==> src/rtl/fracn_pkg.sv <==
package fracn_pkg;
  parameter int unsigned N_W    = 15;
  parameter int unsigned FRAC_W = 4;

  localparam int unsigned C_W      = N_W - 3;
  localparam int unsigned DEN_W    = FRAC_W + 1;
  localparam int unsigned DEN_FULL = 1 << FRAC_W;
  localparam int unsigned DEN_MIN  = (1 << (FRAC_W - 1)) + 1;
  localparam int unsigned MOD_W    = 5;
  localparam int unsigned P_CELL   = 8;
  localparam int unsigned P_PCS    = 16;
  localparam int unsigned C_MIN    = 3;
  localparam int unsigned C_MARGIN = 2;

  typedef struct packed {
    logic [C_W-1:0]    c;
    logic [1:0]        b;
    logic [1:0]        a;
    logic              pcs;
    logic [DEN_W-1:0]  den;
    logic [FRAC_W-1:0] num;
    logic              byp;
  } div_cfg_t;

  // edges in prescaler cycle idx of a period
  function automatic logic [MOD_W-1:0] presc_mod(input logic pcs, input logic [C_W-1:0] idx,
                                                 input logic [1:0] a, input logic [1:0] b,
                                                 input logic extra);
    logic [MOD_W-1:0] m;
    m = pcs ? MOD_W'(P_PCS) : MOD_W'(P_CELL);
    if (idx < C_W'(a)) m = m + MOD_W'(1);
    if (idx < C_W'(b)) m = m + MOD_W'(4);
    if (extra && idx == '0) m = m + MOD_W'(1);
    return m;
  endfunction
endpackage

==> src/rtl/fracn_word_dec.sv <==
module fracn_word_dec
  import fracn_pkg::*;
(
  input  logic [N_W-1:0]    n_i,
  input  logic [FRAC_W-1:0] num_i,
  input  logic [FRAC_W-1:0] den_code_i,
  input  logic              pcs_i,
  input  logic              byp_i,
  output div_cfg_t          cfg_o,
  output logic              legal_o
);
  logic [C_W-1:0]   c_w;
  logic [3:0]       rem;
  logic [1:0]       mx;
  logic [DEN_W-1:0] den_w;
  logic             c_ok, range_ok, den_ok, num_ok;

  always_comb begin
    if (pcs_i) begin
      c_w = C_W'(n_i >> 4);
      rem = n_i[3:0];
    end else begin
      c_w = C_W'(n_i >> 3);
      rem = {1'b0, n_i[2:0]};
    end
    mx       = (rem[1:0] > rem[3:2]) ? rem[1:0] : rem[3:2];
    c_ok     = (c_w >= C_W'(C_MIN)) && (c_w >= C_W'(mx) + C_W'(C_MARGIN));
    range_ok = pcs_i || !n_i[N_W-1];
    den_ok   = (den_code_i == '0) || (den_code_i >= FRAC_W'(DEN_MIN));
    den_w    = (den_code_i == '0) ? DEN_W'(DEN_FULL) : {1'b0, den_code_i};
    num_ok   = DEN_W'(num_i) < den_w;
    legal_o  = c_ok && range_ok && den_ok && num_ok;

    cfg_o.c   = c_w;
    cfg_o.b   = rem[3:2];
    cfg_o.a   = rem[1:0];
    cfg_o.pcs = pcs_i;
    cfg_o.den = den_w;
    cfg_o.num = num_i;
    cfg_o.byp = byp_i;
  end
endmodule

==> src/rtl/fracn_frac_acc.sv <==
module fracn_frac_acc
  import fracn_pkg::*;
(
  input  logic              clk_i,
  input  logic              rst_ni,
  input  logic              step_i,
  input  logic [FRAC_W-1:0] num_i,
  input  logic [DEN_W-1:0]  den_i,
  input  logic              byp_i,
  output logic              carry_o,
  output logic [FRAC_W-1:0] acc_o
);
  logic [DEN_W-1:0]  den_q, sum;
  logic [FRAC_W-1:0] acc_q, base;

  always_comb begin
    // new denominator restarts the residue
    base    = (den_i != den_q) ? '0 : acc_q;
    sum     = DEN_W'(base) + DEN_W'(num_i);
    carry_o = !byp_i && (sum >= den_i);
  end

  always_ff @(posedge clk_i or negedge rst_ni) begin
    if (!rst_ni) begin
      den_q <= '0;
      acc_q <= '0;
    end else if (step_i) begin
      den_q <= den_i;
      if (byp_i)        acc_q <= '0;
      else if (carry_o) acc_q <= FRAC_W'(sum - den_i);
      else              acc_q <= FRAC_W'(sum);
    end
  end

  assign acc_o = acc_q;
endmodule

==> src/rtl/fracn_presc_seq.sv <==
module fracn_presc_seq
  import fracn_pkg::*;
(
  input  logic             clk_i,
  input  logic             rst_ni,
  input  logic             run_i,
  input  logic             load_i,
  input  logic             extra_i,
  input  div_cfg_t         ld_cfg_i,
  input  div_cfg_t         cur_cfg_i,
  output logic             end_o,
  output logic [MOD_W-1:0] pre_o
);
  logic [MOD_W-1:0] pre_q;
  logic [C_W-1:0]   idx_q;
  logic             last;

  assign last  = (idx_q == cur_cfg_i.c - C_W'(1));
  assign end_o = run_i && (pre_q == '0) && last;
  assign pre_o = pre_q;

  always_ff @(posedge clk_i or negedge rst_ni) begin
    if (!rst_ni) begin
      pre_q <= '0;
      idx_q <= '0;
    end else if (load_i) begin
      idx_q <= '0;
      pre_q <= presc_mod(ld_cfg_i.pcs, '0, ld_cfg_i.a, ld_cfg_i.b, extra_i) - MOD_W'(1);
    end else if (run_i) begin
      if (pre_q == '0) begin
        if (!last) begin
          idx_q <= idx_q + C_W'(1);
          pre_q <= presc_mod(cur_cfg_i.pcs, idx_q + C_W'(1), cur_cfg_i.a, cur_cfg_i.b, 1'b0)
                   - MOD_W'(1);
        end
      end else begin
        pre_q <= pre_q - MOD_W'(1);
      end
    end
  end
endmodule

==> src/rtl/fracn_quad_div.sv <==
module fracn_quad_div
  import fracn_pkg::*;
(
  input  logic              clk_i,
  input  logic              rst_ni,
  input  logic [N_W-1:0]    n_word_i,
  input  logic [FRAC_W-1:0] frac_num_i,
  input  logic [FRAC_W-1:0] frac_den_i,
  input  logic              pcs_mode_i,
  input  logic              frac_byp_i,
  output logic              fb_pulse_o,
  output logic              word_err_o
);
  div_cfg_t         dec_cfg, cfg_q, cfg_sel;
  logic             legal, run_q, seq_end, boundary, load, carry;
  logic             pulse_q, err_q;
  logic [FRAC_W-1:0] acc_w;
  logic [MOD_W-1:0]  pre_w;

  fracn_word_dec u_dec (
    .n_i        (n_word_i),
    .num_i      (frac_num_i),
    .den_code_i (frac_den_i),
    .pcs_i      (pcs_mode_i),
    .byp_i      (frac_byp_i),
    .cfg_o      (dec_cfg),
    .legal_o    (legal)
  );

  // before first legal load every edge is a retry
  assign boundary = !run_q || seq_end;
  assign load     = boundary && (legal || run_q);
  assign cfg_sel  = legal ? dec_cfg : cfg_q;

  fracn_frac_acc u_acc (
    .clk_i   (clk_i),
    .rst_ni  (rst_ni),
    .step_i  (load),
    .num_i   (cfg_sel.num),
    .den_i   (cfg_sel.den),
    .byp_i   (cfg_sel.byp),
    .carry_o (carry),
    .acc_o   (acc_w)
  );

  fracn_presc_seq u_seq (
    .clk_i     (clk_i),
    .rst_ni    (rst_ni),
    .run_i     (run_q),
    .load_i    (load),
    .extra_i   (carry),
    .ld_cfg_i  (cfg_sel),
    .cur_cfg_i (cfg_q),
    .end_o     (seq_end),
    .pre_o     (pre_w)
  );

  always_ff @(posedge clk_i or negedge rst_ni) begin
    if (!rst_ni) begin
      cfg_q   <= '0;
      run_q   <= 1'b0;
      pulse_q <= 1'b0;
      err_q   <= 1'b0;
    end else begin
      pulse_q <= seq_end;
      if (boundary) err_q <= !legal;
      if (load) begin
        cfg_q <= cfg_sel;
        run_q <= 1'b1;
      end
    end
  end

  assign fb_pulse_o = pulse_q;
  assign word_err_o = err_q;
endmodule

==> config.mk <==
export PLATFORM = sky130hd
export DESIGN_NAME = fracn_quad_div
export DESIGN_NICKNAME = d
export VERILOG_FILES = /design/src/rtl/fracn_pkg.sv /design/src/rtl/fracn_word_dec.sv /design/src/rtl/fracn_frac_acc.sv /design/src/rtl/fracn_presc_seq.sv /design/src/rtl/fracn_quad_div.sv
export SDC_FILE = /design/constraint.sdc
export NUM_CORES = 1
export LEC_CHECK = 0
export ABC_AREA = 1
export BUFFER_PORTS_ARGS = -buffer_cell sky130_fd_sc_hd__buf_2
export CAP_MARGIN = 10
export CORE_AREA = 2 2 89 91
export DETAILED_ROUTE_END_ITERATION = 8
export DIE_AREA = 0 0 91 93
export PLACE_DENSITY = 0.75
export SYNTH_ARGS = -nofsm -noshare
export SYNTH_HDL_FRONTEND = slang
export SYNTH_SLANG_ARGS = --single-unit
export TNS_END_PERCENT = 10
==> constraint.sdc <==
create_clock -name clk_i -period 9.1 [get_ports clk_i]
set_input_delay 1.82 -clock clk_i [delete_from_list [all_inputs] [get_ports clk_i]]
set_output_delay 1.82 -clock clk_i [all_outputs]
set_load 0.05 [all_outputs]
==> out/results.tsv, run 1 <==
stage	metric	value	unit
outcome	outcome	finished clean	
placed_design	port bufs	28	
floorplanning	Die X	91	um
setup_path	Crit path top cell by count	nand2_1	
sta	Setup TNS Final	0	ps
power_and_ir_drop	Lkg Pwr	0.00223	uW
setup_path	WP data required	9290	ps
power_and_ir_drop	Clk pwr share	10.6	%
synth	Unique masters post-synth	40	
sta	Final min period	7830	ps
clocking	total number of H-tree levels	2	
placed_design	Cell Area, Placed	4230	sq um
layout	post-layout net count	683	
floorplanning	Total Die Area	8460	sq um
sta	unrepaired setup endpoints after global routing	false	
clocking	CTS Root Buffer Type	clkbuf_8	
synth	Async SR Flop Fraction	100	%
synth	Synth Register Bits	51	
sta	final period utilization	86.1	%
sta	final-report max-slew violation count	0	
route	routed via count	3855	
setup_path	Critical Path Source Type	input pin	
setup_path	Crit. End Element	register	
setup_path	Buf+Inv Stages, Crit Path	5	
synth	Avg Cell Area, Syn	6.66	sq um
power_and_ir_drop	Peak supply drop	159	uV
layout	# fillers	744	
clocking	post-CTS resize count	0	
route	Post-route DRC	0	
global_routing	global route overflow	0	
clocking	worst skew pair latency	300	ps
global_routing	first-pass GRT wire length	16.1	mm
clocking	hold_buf cts	0	
global_routing	vias in the first global route	3756	
layout	most common cell after layout, fill and taps aside	nand2_1	
power_and_ir_drop	sequential share of power	34.9	%
setup_path	critical path type	in2reg	
synth	Synth Net Count	659	
synth	Synth Warn #	0	
power_and_ir_drop	Int Pwr	606	uW
sta	WHS	492	ps
floorplanning	DIE HEIGHT	93	um
sta	setup violators final	0	
layout	commonest non-fill, non-tap cells in the layout	nand2_1 (194), inv_1 (85), nor2_1 (59)	
placed_design	# placed instances	725	
synth	Syn Inst Count	606	
layout	final instance area	4300	sq um
setup_path	CP max-delay cell	fa_1	
clocking	CTS Buf Count	5	
synth	Synth Cell Area	4040	sq um
sta	Max Fclk	0.128	GHz
route	post-DR wirelength/cell	12.6	um
floorplanning	Initial Util	53.6	%
route	routed wire length	9.19	mm
setup_path	Reg2Reg Depth	29	
route	first-pass detailed-route iteration total	4	
sta	transition time of the tightest slew-check pin	621	ps
floorplanning	io pins	29	
clocking	CTS max path bufs	2	
layout	area of the multi-input gates	2340	sq um
layout	FF/Latch Area	1280	sq um
route	Detail Route Antenna Nets	0	
layout	layout cells sized above 1	8.90	%
global_routing	GR Layer Usage met3	3.38	%
clocking	Clock Sinks	51	
power_and_ir_drop	switching share of power	47.2	%
setup_path	worst-path maximum fanout	18	
sta	Hold Vio Cnt, Final	0	
setup_path	CP arrival	8020	ps
hold_path	hold crit path type	reg2reg	
run	max-cap violations	0	
setup_path	Worst path max stage delay	390	ps
route	Iteration-0 DRC Markers	150	
power_and_ir_drop	PwrDens	266	nW/um^2
placed_design	gp weighted congestion	0.924	
floorplanning	core area	7530	sq um
placed_design	Post-DP HPWL	7.31	mm
global_routing	initial antenna violation count	0	
floorplanning	row cnt	32	
clocking	CTS tree	done	
setup_path	critical path depth in cells	45	
global_routing	GRT Max-Usage Layer	met2	
global_routing	largest net degree at the start of global routing	48	
layout	Synth-to-Final Area Change	6.60	%
hold_path	Worst Hold Depth	2	
layout	ANT cells	0	
power_and_ir_drop	logic gate share of total power	54.5	%
global_routing	global-route usage over all layers	23.0	%
clocking	postcts setup bufs	0	
global_routing	met2 usage in global routing	43.6	%
clocking	clk slew on worst S/H paths	80	ps
route	vias per cell	5.27	
layout	Final Non-Filler Cells	731	
synth	register area share after synthesis	31.6	%
synth	number of synthesized flops with an enable pin	0	
synth	Post-synth top flop	dfrtp_1	
layout	final core area utilization	57.1	%
sta	Worst Skew	7.05	ps
sta	Worst slew margin	58.6	%
global_routing	met1 Resource Use GR	26.4	%
setup_path	cell family with most CP delay	simple AND/OR/NAND/NOR gates	
power_and_ir_drop	Sw Pwr	540	uW
## layer usage
metal / vias up / part of all wire (%)
met5: - / 0
met4: 0 / 2.2
met3: 21 / 2.9
met2: 74 / 51
met1: 1785 / 44
li1: 1975 / -
## cells by family after synthesis
kind of cell	after synthesis	synth area share, %
AND/OR/NAND/NOR	321	33.4
buffers and inverters	102	10.5
AO/OA/AOI/OAI	90	12.6
flip-flops	51	31.6
adder cells (fa/ha/maj)	26	8.43
XOR/XNOR	16	3.47
## metrics by stage
stage | setup WS, ps | power, uW
2_1_floorplan | 2110 | 876
3_3_place_gp | 1390 | 994
3_5_place_dp | 1050 | 1030
4_1_cts | 1350 | 1150
5_1_grt | 551 | 1260
6_report | 1270 | 1150
## power groups by stage
stage               sequential, uW  clock, uW  combinational, uW
global placement               403          0                591
CTS                            402        125                624
floorplan                      384          0                492
global route                   413        132                719
detailed placement             407          0                619
finish                         400        122                624
## cells in the mapped netlist, types with 2 or more instances
| cell | n | area (sq um) |
|---|---|---|
| a21oi_1 | 6 | 30.0 |
| xor2_1 | 9 | 78.8 |
| nor2_4 | 3 | 33.8 |
| a211oi_1 | 2 | 15.0 |
| nand2_2 | 3 | 18.8 |
| buf_4 | 3 | 22.5 |
| nor2_2 | 6 | 37.5 |
| xnor2_1 | 7 | 61.3 |
| a32o_1 | 2 | 20.0 |
| nor2_1 | 59 | 221 |
| nand4_1 | 6 | 37.5 |
| o21ai_0 | 46 | 230 |
| ha_1 | 24 | 300 |
| inv_2 | 4 | 15.0 |
| clkbuf_1 | 2 | 7.51 |
| o22ai_1 | 8 | 50.1 |
| o21ai_1 | 12 | 60.1 |
| buf_6 | 3 | 33.8 |
| nand3_1 | 38 | 190 |
| or2_1 | 2 | 12.5 |
| dfrtp_1 | 51 | 1280 |
| buf_2 | 4 | 20.0 |
| nor3_1 | 2 | 10.0 |
| or2_2 | 3 | 18.8 |
| o211ai_1 | 3 | 22.5 |
| and2_1 | 2 | 12.5 |
| fa_1 | 2 | 40.0 |
| a31oi_1 | 5 | 31.3 |
| nand2_1 | 194 | 728 |
| inv_1 | 85 | 319 |
## registers in the layout, indices dropped and copies added (netlist names)
| name | count |
|---|---|
| word_err_o | 1 |
| run_q | 1 |
| u_seq.pre_o | 5 |
| fb_pulse_o | 1 |
| u_seq.idx_q | 12 |
| u_acc.acc_o | 4 |
| u_acc.den_q | 5 |
| cfg_q | 22 |
## layout make-up
type	count	area share, %
Inverter	89	7.77
Tap cell	102	2.97
Sequential cell	51	29.7
Timing Repair Buffer	30	3.61
Clock buffer	6	1.69
Multi-Input combinational cell	453	54.3
## path summary, 6_finish.rpt
kind,slack (ps),startpoint,end
max,1270,pcs_mode_i,u_seq.pre_o[4]
min in group asynchronous,1310,rst_ni,cfg_q[23]
max reg2reg,4680,u_acc.den_q[2],u_seq.pre_o[4]
max in group asynchronous,6980,rst_ni,u_seq.idx_q[7]
min,490,cfg_q[14],cfg_q[14]
min reg2reg,490,cfg_q[14],cfg_q[14]
## worst reg2reg max path: cells and delay by family, from the launching register on
| family | cells | cell delay (ps) |
|---|---|---|
| DFF | 1 | 420 |
| AOI/OAI and AO/OA | 5 | 930 |
| and+or+nand+nor | 17 | 1480 |
| buffers and inverters | 2 | 110 |
| adders and majority gates | 5 | 1370 |
No activity file was read; power rests on OpenSTA's default activity.
==> run 2: changes to the inputs <==
- CAP_MARGIN: 10 -> 20
- CORE_AREA: 2 2 89 91 -> 2 2 98 100
- DIE_AREA: 0 0 91 93 -> 0 0 100 102
- PLACE_DENSITY: 0.75 -> 0.64
==> run 2 against run 1 <==
Net effect:
- core utilization is 9.1 points lower
- register-to-register slack better by 150 ps
- clock power up 56%
- hold slack better by 4.0 ps
- highest routed layer unchanged
- combinational power shrank 1%
- via count shrank 2.2%
- critical path depth stayed put
- clock-buffer cell count is the same
- fmax grew 1.8%
- flip-flop and latch count unchanged
- die area grew 21%
- largest cell class unchanged
- first-iteration DRC count grew 2.0%
==> out/results.tsv, run 2 (synthesis gave the netlist of run 1 again) <==
stage	metric	value	unit	change
layout	FF/Latch Area	1280	sq um	unchanged
floorplanning	io pins	29		unchanged
sta	unrepaired setup endpoints after global routing	false		
clocking	post-CTS resize count	0		unchanged
global_routing	global-route usage over all layers	19.6	%	-3.4 points
global_routing	vias in the first global route	3789		+0.88%
clocking	hold_buf cts	0		unchanged
layout	Synth-to-Final Area Change	8.37	%	
sta	final-report max-slew violation count	0		unchanged
sta	Hold Vio Cnt, Final	0		unchanged
power_and_ir_drop	Lkg Pwr	0.00226	uW	+1.3%
route	vias per cell	5.08		-3.7%
route	post-DR wirelength/cell	12.6	um	about the same
setup_path	Crit path top cell by count	nand2_1		
clocking	worst skew pair latency	310	ps	about the same
route	Detail Route Antenna Nets	0		unchanged
sta	Max Fclk	0.130	GHz	+1.8%
placed_design	Cell Area, Placed	4240	sq um	+0.27%
floorplanning	core area	9110	sq um	+21%
layout	post-layout net count	683		unchanged
global_routing	global route overflow	0		unchanged
layout	final instance area	4370	sq um	+1.7%
clocking	postcts setup bufs	0		unchanged
clocking	CTS max path bufs	2		unchanged
route	first-pass detailed-route iteration total	4		unchanged
setup_path	Worst path max stage delay	380	ps	about the same
layout	max reg flops	22		unchanged
layout	Reg with most FFs	cfg_q		
setup_path	worst setup path endpoint	u_seq.pre_o[4]		
setup_path	Crit. End Element	register		
setup_path	Reg2Reg Depth	29		unchanged
setup_path	Critical Path Source Type	input pin		
global_routing	largest net degree at the start of global routing	31		-35%
sta	Worst Skew	12.8	ps	+5.79 ps
layout	largest registers	cfg_q (22), u_seq.idx_q (12)		
clocking	CTS Buf Count	5		unchanged
setup_path	WP data required	9300	ps	about the same
route	Post-route DRC	0		unchanged
layout	commonest non-fill, non-tap cells in the layout	nand2_1 (194), inv_1 (85), nor2_1 (59)		
layout	Final Non-Filler Cells	742		+1.5%
setup_path	worst reg2reg path startpoint	u_acc.den_q[2]		
run	max-cap violations	0		unchanged
sta	setup violators final	0		unchanged
layout	ANT cells	0		unchanged
outcome	outcome	finished clean		
setup_path	CP max-delay cell	fa_1		
sta	transition time of the tightest slew-check pin	561	ps	-60.0 ps
route	Iteration-0 DRC Markers	153		+2.0%
setup_path	CP arrival	7900	ps	-120 ps
clocking	total number of H-tree levels	2		unchanged
power_and_ir_drop	Peak supply drop	141	uV	-12%
floorplanning	Total Die Area	10200	sq um	+21%
hold_path	hold crit path type	reg2reg		
sta	final period utilization	84.5	%	-1.5 points
clocking	CTS Root Buffer Type	clkbuf_8		
layout	most common cell after layout, fill and taps aside	nand2_1		
sta	Final min period	7690	ps	-139 ps
power_and_ir_drop	PwrDens	276	nW/um^2	+3.7%
placed_design	port bufs	28		unchanged
placed_design	gp weighted congestion	0.919		-0.51%
route	routed via count	3769		-2.2%
floorplanning	row cnt	35		+9.4%
sta	Worst slew margin	62.2	%	+3.7 points
layout	layout cells sized above 1	9.19	%	+0.29 points
global_routing	first-pass GRT wire length	16.2	mm	+0.34%
clocking	CTS tree	done		
setup_path	Worst R2R Setup Slack	4830	ps	+150 ps
route	routed wire length	9.34	mm	+1.6%
layout	area of the multi-input gates	2340	sq um	unchanged
setup_path	CP Launch Point	pcs_mode_i		
setup_path	worst-path maximum fanout	18		unchanged
clocking	Clock Sinks	51		unchanged
setup_path	critical path type	in2reg		
placed_design	# placed instances	734		+1.2%
clocking	clk slew on worst S/H paths	90	ps	about the same
floorplanning	Die X	100	um	+9.9%
floorplanning	Initial Util	44.3	%	-9.3 points
setup_path	R2R Path End	u_seq.pre_o[4]		
layout	# fillers	942		+27%
placed_design	Post-DP HPWL	7.49	mm	+2.4%
global_routing	initial antenna violation count	0		unchanged
floorplanning	DIE HEIGHT	102	um	+9.7%
sta	Setup TNS Final	0	ps	unchanged
==> run 2: cell count changes in the layout (fill, tap and decap cells not counted) <==
cell	change
bufinv_16	+2
==> run 2: layout make-up <==
class	instances	area share (%)
well taps	111	3.18
clock buffers	6	1.66
multi-input cells	453	53.4
clock inverters	2	1.37
repair buffers	30	3.55
inverters	89	7.64
flip-flops and latches	51	29.2
==> run 2: worst min path at each step <==
stage                   startpoint        endpoint  slack, ps  depth (start not counted)
finish                   cfg_q[14]       cfg_q[14]        500                          2
CTS                 u_acc.den_q[3]  u_acc.den_q[3]        500                          2
floorplan           u_seq.pre_o[4]  u_seq.pre_o[4]        450                          2
global route             cfg_q[12]       cfg_q[12]        530                          2
global placement         cfg_q[14]       cfg_q[14]        470                          2
detailed placement  u_acc.den_q[3]  u_acc.den_q[3]        480                          2
==> run 2: through the flow <==
stage / setup WS [ps] / util [%] / hold slack [ps] / total power (uW)
final: 1410 / 48.0 / 496 / 1210
after floorplan: 2110 / - / 449 / 876
after CTS: 1390 / 48.0 / 499 / 1220
after global placement: 1340 / 46.6 / 466 / 1000
after global routing: 645 / 48.0 / 531 / 1330
after detailed placement: 1090 / 46.6 / 477 / 1020
==> run 2: power breakdown <==
group	switching, uW	internal [uW]	total, uW
clock	79.9	110	190
combinational	380	237	617
sequential	84.5	317	401
==> run 2: critical path, delay by kind of cell <==
family          cells  cell delay (ps)
simple gates       27             2560
compound gates      6              840
buf+inv             5              720
fa+ha+maj           7             1910
==> run 2: routing by layer <==
layer	GRT usage, %	share of wire (%)
met1	22.6	45
met2	37.1	51
met3	2.53	2.3
met4	7.38	2.0
met5	0	0
